<file path="src/rtl/ppcfg_host.sv">
module ppcfg_host #(
  parameter int PULSE_CYC  = 8,
  parameter int STAT_WAIT  = 500,
  parameter int INIT_CLK   = 10,
  parameter int DONE_LIMIT = 4096
) (
  input  logic       clk,
  input  logic       rst,
  input  logic       start,
  input  logic [7:0] in_data,
  input  logic       in_valid,
  input  logic       in_last,
  output logic       in_ready,
  output logic       cfg_req_n,
  output logic       dclk,
  output logic [7:0] dbus,
  input  logic       stat_n_i,
  input  logic       done_i,
  output logic       busy,
  output logic       ok,
  output logic       err_status,
  output logic       err_timeout
);
  localparam int M1   = (PULSE_CYC > STAT_WAIT) ? PULSE_CYC : STAT_WAIT;
  localparam int M2   = (DONE_LIMIT > 2 * INIT_CLK) ? DONE_LIMIT : 2 * INIT_CLK;
  localparam int MAXC = (M1 > M2) ? M1 : M2;
  localparam int CW   = $clog2(MAXC + 1);

  typedef enum logic [3:0] {
    S_IDLE, S_PULSE, S_WAIT, S_FETCH, S_SETUP, S_HI, S_LO, S_FLUSH, S_INIT
  } st_t;

  st_t           st;
  logic [CW-1:0] cnt;
  logic          tog, last_q;
  logic [7:0]    dq;

  wire in_cfg = (st == S_FETCH) || (st == S_SETUP) || (st == S_HI) ||
                (st == S_LO) || (st == S_FLUSH) || (st == S_INIT);

  assign busy      = (st != S_IDLE);
  assign cfg_req_n = (st != S_PULSE);
  assign in_ready  = (st == S_FETCH) && stat_n_i;
  assign dclk      = (st == S_HI) || (((st == S_FLUSH) || (st == S_INIT)) && tog);
  assign dbus      = busy ? dq : 8'h00;

  always_ff @(posedge clk) begin
    if (rst) begin
      st          <= S_IDLE;
      cnt         <= '0;
      tog         <= 1'b0;
      last_q      <= 1'b0;
      dq          <= 8'h00;
      ok          <= 1'b0;
      err_status  <= 1'b0;
      err_timeout <= 1'b0;
    end else begin
      cnt <= cnt + 1'b1;
      case (st)
        S_IDLE: begin
          cnt <= '0;
          tog <= 1'b0;
          if (start) begin
            ok          <= 1'b0;
            err_status  <= 1'b0;
            err_timeout <= 1'b0;
            dq          <= 8'h00;
            st          <= S_PULSE;
          end
        end
        S_PULSE:
          if (cnt == CW'(PULSE_CYC - 1)) begin
            cnt <= '0;
            st  <= S_WAIT;
          end
        S_WAIT:
          if (stat_n_i) begin
            cnt <= '0;
            st  <= S_FETCH;
          end else if (cnt == CW'(STAT_WAIT - 1)) begin
            err_status <= 1'b1;
            st         <= S_IDLE;
          end
        default:
          if (in_cfg && !stat_n_i) begin
            err_status <= 1'b1;
            tog        <= 1'b0;
            st         <= S_IDLE;
          end else begin
            case (st)
              S_FETCH:
                if (in_valid) begin
                  dq     <= in_data;
                  last_q <= in_last;
                  st     <= S_SETUP;
                end
              S_SETUP: st <= S_HI;
              S_HI:    st <= S_LO;
              S_LO: begin
                cnt <= '0;
                tog <= 1'b0;
                st  <= last_q ? S_FLUSH : S_FETCH;
              end
              S_FLUSH: begin
                tog <= ~tog;
                if (done_i) begin
                  cnt <= '0;
                  st  <= S_INIT;
                end else if (cnt == CW'(DONE_LIMIT - 1)) begin
                  err_timeout <= 1'b1;
                  tog         <= 1'b0;
                  st          <= S_IDLE;
                end
              end
              S_INIT: begin
                tog <= ~tog;
                if (cnt == CW'(2 * INIT_CLK - 1)) begin
                  ok  <= 1'b1;
                  tog <= 1'b0;
                  st  <= S_IDLE;
                end
              end
              default: st <= S_IDLE;
            endcase
          end
      endcase
    end
  end
endmodule


</file>
<file path="config.mk">
export PLATFORM = sky130hd
export DESIGN_NAME = ppcfg_host
export DESIGN_NICKNAME = d
export VERILOG_FILES = /design/src/rtl/ppcfg_host.sv
export SDC_FILE = /design/constraint.sdc
export NUM_CORES = 1
export LEC_CHECK = 0
export ABC_CLOCK_PERIOD_IN_PS = 2100
export BUFFER_PORTS_ARGS = -buffer_cell sky130_fd_sc_hd__buf_2
export CAP_MARGIN = 20
export CORE_ASPECT_RATIO = 0.6
export CORE_MARGIN = 3
export CORE_UTILIZATION = 40
export DETAILED_ROUTE_END_ITERATION = 7
export HOLD_SLACK_MARGIN = 0.1
export PLACE_DENSITY = 0.59
export SLEW_MARGIN = 25
export SYNTH_ARGS = -nofsm -noshare
export SYNTH_HDL_FRONTEND = slang
export SYNTH_SLANG_ARGS = --single-unit
</file>
<file path="constraint.sdc">
create_clock -name clk -period 2.1 [get_ports clk]
set_input_delay 0.21 -clock clk [delete_from_list [all_inputs] [get_ports clk]]
set_output_delay 0.21 -clock clk [all_outputs]
set_load 0.01 [all_outputs]
</file>
==> results.sh, run 1 <==
export IMPL_drc_errors=0
export IMPL_areaGrowthSynthToFinish_pct=23.1
export IMPL_power_per_cell_area_mw_per_mm2=989
export IMPL_cp_start_kind="flop"
export IMPL_root_buffer="clkbuf_8"
export IMPL_drt_iter0_markers=144
export IMPL_pre_cts_ws_ns=0.0473
export IMPL_initial_core_util=0.432
export IMPL_wire_per_inst_um=14.1
export IMPL_grt_first_pass_wirelength_mm=6.82
export IMPL_setup_tns_ns=0
export IMPL_tightest_slew_ns=0.645
export IMPL_dieArea_mm2=0.00497
export IMPL_core_area_mm2=0.00383
export IMPL_layout_nets=263
export IMPL_cts_max_level=2
export IMPL_p_leak_nw=0.764
export IMPL_place_gp_congestion=0.909
export IMPL_io_pins=30
export IMPL_dpl_instance_area_mm2=0.00192
export IMPL_netlist_area_mm2=0.00166
export IMPL_finalClockSkew_ns=0.00429
export IMPL_ys_top_cells_by_count="dfxtp_1, nor2_1, a21oi_1"
export IMPL_synth_top_area_frac=0.363
export IMPL_max_slew_margin_rel=0.570
export IMPL_ff2ff_setup_slack_ns=0.11
export IMPL_endpoint_kind="flop"
export IMPL_die_h_um=55.8
export IMPL_antenna_found_initial=0
export IMPL_port_buffers=29
export IMPL_syn_area_per_cell_um2=8.00
export IMPL_grt_max_degree=20
export IMPL_hold_path_class="in2reg"
export IMPL_synth_most_common_cell="dfxtp_1"
export IMPL_slew_violations=0
export IMPL_synthCells=207
export IMPL_power_mw=2.02
export IMPL_placementRows=17
export IMPL_critPathArrivalTime_ns=2.16
export IMPL_vias=1586
export IMPL_vias_per_cell=5.38
export IMPL_synthArstFlopShare=0
export IMPL_max_vdd_ir_drop_v=0.000369
export IMPL_post_dp_hpwl_mm=3.12
export IMPL_worst_skew_pair_late_latency_ns=0.28
export IMPL_required_ns=2.27
export IMPL_track_usage=0.177
export IMPL_synth_top_cell_by_area="dfxtp_1"
export IMPL_final_area_mm2=0.00204
export IMPL_syn_num_nets=223
export IMPL_fin_ws_ns=0.106
export IMPL_min_period_ns=1.99
export IMPL_whs_ns=0.170
export IMPL_fmax_ghz=0.501
export IMPL_grt_ovfl_total=0
export IMPL_hold_viol_final=0
export IMPL_synth_cell_types=46
export IMPL_synth_edff_count=0
export IMPL_fin_util=0.532
export IMPL_drive_gt1_frac=0.234
export IMPL_maxCapViolCount=0
export IMPL_clkSlewWorstSetupHoldPaths_ns=0.06
export IMPL_synth_ff_type="dfxtp_1"
export IMPL_yosysWarnings=0
export IMPL_drt_total_wl_mm=4.17
export IMPL_outcome="completed"
export IMPL_antenna_left=0
export IMPL_hold_buffers=0
export IMPL_clkSinkCount=30
export IMPL_netlist_top_cells_area="dfxtp_1, nor2_1, a21oi_1"
export IMPL_synth_seq_cells=30
export IMPL_die_w_um=89.1
export IMPL_numCtsBuffers=5
export IMPL_diodes=0
export IMPL_crit_fanout=5
export IMPL_finalCritPeriodShare=0.950
export IMPL_clock_path_buffers=2
export IMPL_instances_no_fill=295
export IMPL_setup_violations=0
export IMPL_dpl_cell_count=287
export IMPL_crit_type="reg2reg"
export IMPL_yosysSeqAreaShare=0.363
export IMPL_cts_tree="done"
export IMPL_grt_pass1_vias=1382
export IMPL_drt_first_pass_iters=4
critical path: stages, from the launching register on:
cell and delay, ns:
dfxtp_1 0.38, ha_2 0.25, nand4_1 0.12, nor4_1 0.41, or4_1 0.20, nand4_1 0.17
mux2_1 0.34
registers in the layout, summed over array words and instances (netlist names):
register / count
cnt: 13
dq: 8
err_status: 1
err_timeout: 1
last_q: 1
ok: 1
st: 4
tog: 1
report_power, final:
group	switching (mW)	internal, mW	total, mW
clock network	0.217	0.355	0.572
registers	0.0588	0.637	0.696
logic	0.440	0.308	0.748
total	0.715	1.30	2.02
cell type report:
type                            instances  area [um^2]
Multi-Input combinational cell        158          980
Clock buffer                            7         76.3
Clock inverter                          1         30.0
Tap cell                               47         58.8
Timing Repair Buffer                   45          265
Inverter                                7         26.3
Sequential cell                        30          601
Fill cell                             356         1790
path summary, 6_finish.rpt:
kind,end,cells past startpoint,startpoint
max reg2reg,st[1]$_SDFFE_PP0P_,6,cnt[0]$_SDFF_PP0_
min,last_q$_SDFFE_PP0P_,3,in_last
max,st[1]$_SDFFE_PP0P_,6,cnt[0]$_SDFF_PP0_
min reg2reg,tog$_SDFFE_PP0P_,1,tog$_SDFFE_PP0P_
per-layer routing:
layer / part of all wire / up-vias / GRT usage
met5: 0 / - / 0
met4: 0.011 / 0 / 0.0573
met3: 0.077 / 6 / 0.0459
met2: 0.35 / 46 / 0.199
met1: 0.56 / 721 / 0.302
li1: - / 813 / -
logic make-up after synthesis:
kind of cell	share of synthesized area
buffers and inverters	0.0522
adders and majority gates	0.00756
xor gates and xnor gates	0.0635
DFF	0.363
muxes	0.0189
AOI/OAI and AO/OA	0.182
and+or+nand+nor	0.313
cell usage in the layout (no fill, tap or decap), drive strengths merged, types with 9 or more instances in the layout:
master | synthesis | final
nand2 | 9 | 9
nand3 | 12 | 12
o21ai | 15 | 15
dfxtp | 30 | 30
and2 | 10 | 10
buf | 7 | 45
a21oi | 17 | 17
nor2 | 28 | 28
repair_timing:
item | in CTS | in global routing
setup buffers | 0 | 0
endpoints found under the hold margin | 0 | 0
endpoints found under the setup margin | 0 | 8
gates resized for setup | 0 | 4
No activity file was read; power rests on OpenSTA's default activity.
==> run 2: changes to the inputs <==
Settings changed: CTS_BUF_LIST set to sky130_fd_sc_hd__clkbuf_8.
==> results.sh, run 2 (same netlist as run 1, synthesis figures left out) <==
export IMPL_outcome="completed"
export IMPL_slowest_delay_ns=0.38
export IMPL_drc_errors=0
export IMPL_numCtsBuffers=5
export IMPL_vias_per_cell=5.39
export IMPL_place_gp_congestion=0.909
export IMPL_crit_start="cnt[0]$_SDFF_PP0_"
export IMPL_cts_tree="done"
export IMPL_mostFrequentLayoutCells="dfxtp_1, buf_2, nor2_1"
export IMPL_initial_core_util=0.432
export IMPL_min_period_ns=1.94
export IMPL_grt_max_degree=20
export IMPL_layout_nets=263
export IMPL_r2r_end="st[1]$_SDFFE_PP0P_"
export IMPL_crit_path_cell_trace="ha_2, nor4b_4, nand2_1, o311ai_1, nand4_1, mux2_1"
export IMPL_r2r_start="cnt[0]$_SDFF_PP0_"
export IMPL_maxCapViolCount=0
export IMPL_hold_path_class="in2reg"
export IMPL_worst_skew_pair_late_latency_ns=0.28
export IMPL_placementRows=17
export IMPL_nFillCells=355
export IMPL_hold_viol_final=0
export IMPL_port_buffers=29
export IMPL_endpoint_kind="flop"
export IMPL_fin_util=0.534
export IMPL_crit_type="reg2reg"
export IMPL_finalCritPeriodShare=0.924
export IMPL_drt_iter0_markers=136
export IMPL_cp_start_kind="flop"
export IMPL_cts_max_level=2
export IMPL_setup_tns_ns=0
export IMPL_power_per_cell_area_mw_per_mm2=981
export IMPL_worstSetupEndpoint="st[1]$_SDFFE_PP0P_"
export IMPL_drt_total_wl_mm=4.17
export IMPL_clkSlewWorstSetupHoldPaths_ns=0.06
export IMPL_largest_reg_flops=13
export IMPL_die_w_um=89.1
export IMPL_crit_fanout=5
export IMPL_clock_path_buffers=2
export IMPL_diodes=0
export IMPL_drive_gt1_frac=0.238
export IMPL_track_usage=0.177
export IMPL_setup_violations=0
export IMPL_slew_violations=0
export IMPL_grt_ovfl_total=0
export IMPL_die_h_um=55.8
export IMPL_largest_register="cnt"
export IMPL_grt_pass1_vias=1382
export IMPL_clkSinkCount=30
export IMPL_largestRegisters="cnt: 13 flops, dq: 8 flops, st: 4 flops"
export IMPL_finalClockSkew_ns=0.00681
export IMPL_areaGrowthSynthToFinish_pct=23.4
export IMPL_required_ns=2.27
export IMPL_drt_first_pass_iters=4
export IMPL_p_leak_nw=0.772
export IMPL_vias=1589
export IMPL_tightest_slew_ns=0.646
export IMPL_max_slew_margin_rel=0.569
export IMPL_max_vdd_ir_drop_v=0.000370
export IMPL_antenna_found_initial=0
export IMPL_grt_setup_unrepaired="false"
export IMPL_rr_worst_depth=6
export IMPL_root_buffer="clkbuf_8"
export IMPL_post_dp_hpwl_mm=3.12
export IMPL_core_area_mm2=0.00383
export IMPL_critPathArrivalTime_ns=2.11
export IMPL_slowest_stage="dfxtp_1"
export IMPL_io_pins=30
export IMPL_dieArea_mm2=0.00497
export IMPL_wire_per_inst_um=14.1
export IMPL_grt_first_pass_wirelength_mm=6.82
export IMPL_ff2ff_setup_slack_ns=0.16
export IMPL_antenna_left=0
export IMPL_mostFrequentLayoutCell="dfxtp_1"
export IMPL_fmax_ghz=0.515
==> run 2: layout make-up <==
cell class / instances / area, um^2 / share of cell area
clock buffers: 5 / 68.8 / 0.0337
repair buffers: 45 / 265 / 0.130
inverters: 7 / 26.3 / 0.0129
multi-input cells: 158 / 986 / 0.483
clock inverters: 3 / 37.5 / 0.0184
well taps: 47 / 58.8 / 0.0288
flip-flops and latches: 30 / 601 / 0.294
==> run 2: worst min path at each step <==
stage / start / end / slack (ns) / cells past startpoint
2_1_floorplan: done_i / st[3]$_SDFFE_PP0P_ / 0.35 / 2
3_3_place_gp: cnt[0]$_SDFF_PP0_ / cnt[0]$_SDFF_PP0_ / 0.45 / 1
3_5_place_dp: tog$_SDFFE_PP0P_ / tog$_SDFFE_PP0P_ / 0.45 / 1
4_1_cts: in_last / last_q$_SDFFE_PP0P_ / 0.16 / 3
5_1_grt: in_last / last_q$_SDFFE_PP0P_ / 0.17 / 3
6_report: in_last / last_q$_SDFFE_PP0P_ / 0.17 / 3
==> run 2: report_power, final <==
| part | switching [mW] | internal (mW) | leakage, nW | total, mW |
|---|---|---|---|---|
| combinational | 0.438 | 0.308 | 0.468 | 0.746 |
| sequential | 0.0596 | 0.637 | 0.243 | 0.697 |
| clock | 0.217 | 0.345 | 0.0607 | 0.562 |
| total | 0.714 | 1.29 | 0.772 | 2.00 |
==> run 2: worst max-delay path, delay by kind of cell (launching register included) <==
kind / cells / cell delay, ns
AND/OR/NAND/NOR: 3 / 0.55
multiplexers: 1 / 0.34
flip-flops: 1 / 0.38
AO/OA/AOI/OAI: 1 / 0.30
adder cells (fa/ha/maj): 1 / 0.25
==> run 2: per-stage QoR <==
step           area, um^2  instances  setup WS, ns  total power, mW  hold slack, ns
2_1_floorplan        1660        207         0.243             1.21           0.350
3_3_place_gp         1920        287         0.131             1.45           0.450
3_5_place_dp         1920        287        0.0473             1.44           0.452
4_1_cts              2030        295        0.0299             2.02           0.162
5_1_grt              2040        295       0.00745             2.15           0.175
6_report             2040        295         0.159             2.00           0.169
==> run 2: what timing repair did <==
action,4_1_cts,5_1_grt
buffers inserted,0,0
setup endpoints to repair,0,8
hold buffers,0,0
gates resized for setup,0,5
==> run 2: metal layers <==
| layer | up-vias | wire length [um] | GRT usage |
|---|---|---|---|
| met3 | 6 | 300 | 0.0459 |
| met2 | 51 | 1490 | 0.199 |
| li1 | 815 | - | - |
| met4 | 0 | 46 | 0.0573 |
| met5 | - | 0 | 0 |
| met1 | 717 | 2330 | 0.302 |
==> run 3: changes to the inputs <==
Settings changed: REMOVE_ABC_BUFFERS set to 1.
==> results.sh, run 3 (same netlist as run 1, synthesis figures left out) <==
export IMPL_drt_iter0_markers=112
export IMPL_switching_power_mw=0.727
export IMPL_critPathArrivalTime_ns=2.13
export IMPL_p_leak_nw=0.769
export IMPL_min_period_ns=1.96
export IMPL_hold_path_class="in2reg"
export IMPL_required_ns=2.27
export IMPL_drt_first_pass_iters=4
export IMPL_die_h_um=55.8
export IMPL_areaGrowthSynthToFinish_pct=22.9
export IMPL_place_gp_congestion=0.824
export IMPL_setup_violations=0
export IMPL_clock_path_buffers=2
export IMPL_fmax_ghz=0.510
export IMPL_diodes=0
export IMPL_cts_tree="done"
export IMPL_crit_path_cell_trace="ha_2, nor4b_2, nand4_1, a31oi_1, nand4_1, mux2_1"
export IMPL_hold_viol_final=0
export IMPL_numCtsBuffers=5
export IMPL_grt_first_pass_wirelength_mm=6.55
export IMPL_die_w_um=89.1
export IMPL_path_common_cell="nand4_1"
export IMPL_largest_reg_flops=13
export IMPL_wire_per_inst_um=13.8
export IMPL_tightest_slew_ns=0.509
export IMPL_mostFrequentLayoutCell="dfxtp_1"
export IMPL_slowest_delay_ns=0.38
export IMPL_post_dp_hpwl_mm=3.20
export IMPL_drc_errors=0
export IMPL_fin_ws_ns=0.137
export IMPL_maxCapViolCount=0
export IMPL_p_comb_frac=0.379
export IMPL_clkSinkCount=30
export IMPL_cts_setup_buffers=0
export IMPL_mostFrequentLayoutCells="dfxtp_1, buf_2, nor2_1"
export IMPL_layout_nets=263
export IMPL_outcome="completed"
export IMPL_power_per_cell_area_mw_per_mm2=994
export IMPL_vias_per_cell=5.34
export IMPL_root_buffer="clkbuf_8"
export IMPL_track_usage=0.171
export IMPL_grt_ovfl_total=0
export IMPL_slowest_stage="dfxtp_1"
export IMPL_placementRows=17
export IMPL_grt_pass1_vias=1283
export IMPL_drt_total_wl_mm=4.08
export IMPL_dieArea_mm2=0.00497
export IMPL_pre_cts_ws_ns=0.0892
export IMPL_crit_fanout=5
export IMPL_vias=1576
export IMPL_initial_core_util=0.432
export IMPL_clkSlewWorstSetupHoldPaths_ns=0.07
export IMPL_power_internal_mw=1.30
export IMPL_seq_power_share=0.337
export IMPL_finalCritPeriodShare=0.935
export IMPL_antenna_left=0
export IMPL_drive_gt1_frac=0.246
export IMPL_max_vdd_ir_drop_v=0.000424
export IMPL_endpoint_kind="flop"
export IMPL_fin_util=0.531
export IMPL_grt_max_degree=20
export IMPL_slew_violations=0
export IMPL_port_buffers=29
export IMPL_largest_register="cnt"
export IMPL_io_pins=30
export IMPL_clock_power_share=0.284
export IMPL_worst_skew_pair_late_latency_ns=0.28
export IMPL_core_area_mm2=0.00383
export IMPL_nFillCells=385
export IMPL_antenna_found_initial=0
export IMPL_largestRegisters="cnt: 13 flops, dq: 8 flops, st: 4 flops"
export IMPL_switching_share=0.360
export IMPL_cts_max_level=2
export IMPL_cp_start_kind="flop"
export IMPL_finalClockSkew_ns=0.00443
export IMPL_crit_type="reg2reg"
export IMPL_max_slew_margin_rel=0.656
[run 3: cell types whose count changed in the layout (fill, tap and decap cells not counted)]
cell / previous run / this run
clkinv_2: 0 / 2
inv_1: 8 / 6
a21oi_1: 17 / 16
a21oi_2: 0 / 1
nor4_1: 1 / 2
nor4_2: 1 / 0
nor4b_2: 0 / 1
nor4b_4: 2 / 1
[run 3: what timing repair did]
action	4_1_cts	5_1_grt
endpoints found under the setup margin	0	13
hold buffers	0	0
gates resized for setup	0	4
[run 3: per-stage QoR]
| step | area [um^2] | hold slack, ns | cells | TNS, ns | power (mW) |
|---|---|---|---|---|---|
| after global placement | 1920 | 0.450 | 287 | 0 | 1.45 |
| after global routing | 2030 | 0.181 | 295 | -0.00108 | 2.17 |
| after detailed placement | 1920 | 0.452 | 287 | 0 | 1.45 |
| after floorplan | 1600 | 0.279 | 195 | 0 | 1.16 |
| after CTS | 2030 | 0.163 | 295 | 0 | 2.03 |
| final | 2030 | 0.176 | 295 | 0 | 2.02 |
[run 3: final timing paths]
check                                        from             endpoint  slack [ns]  cells past startpoint
worst min-delay path                      in_last  last_q$_SDFFE_PP0P_        0.18                      3
worst max-delay path            cnt[0]$_SDFF_PP0_   st[1]$_SDFFE_PP0P_        0.14                      6
worst max register to register  cnt[0]$_SDFF_PP0_   st[1]$_SDFFE_PP0P_        0.14                      6
worst min register to register   tog$_SDFFE_PP0P_     tog$_SDFFE_PP0P_        0.46                      1
[run 3: area by class of cell]
class                           count  area, um^2  area share
Clock inverter                      3        40.0      0.0197
Multi-Input combinational cell    158         975       0.479
Sequential cell                    30         601       0.295
Tap cell                           47        58.8      0.0289
Timing Repair Buffer               45         265       0.130
Inverter                            7        26.3      0.0129
Clock buffer                        5        68.8      0.0338
[run 3: worst max-delay path, delay by kind of cell, from the launching register on]
kind | cells | cell delay [ns]
adder cells (fa/ha/maj) | 1 | 0.25
flip-flops | 1 | 0.38
AND/OR/NAND/NOR | 3 | 0.64
multiplexers | 1 | 0.34
AO/OA/AOI/OAI | 1 | 0.26
[run 3: power groups by stage]
stage | Clock, mW | Combinational (mW) | Sequential, mW
finish | 0.575 | 0.766 | 0.682
floorplan | 0 | 0.404 | 0.752
global route | 0.615 | 0.858 | 0.693
global placement | 0 | 0.761 | 0.693
detailed placement | 0 | 0.756 | 0.695
CTS | 0.588 | 0.758 | 0.683
[run 3: routing by layer]
metal,wire length (um),GRT usage,up-vias,share of wire
met4,51,0.0510,0,0.012
li1,-,-,824,-
met2,1400,0.183,39,0.34
met3,231,0.0444,7,0.057
met5,0,0,-,0
met1,2400,0.300,706,0.59
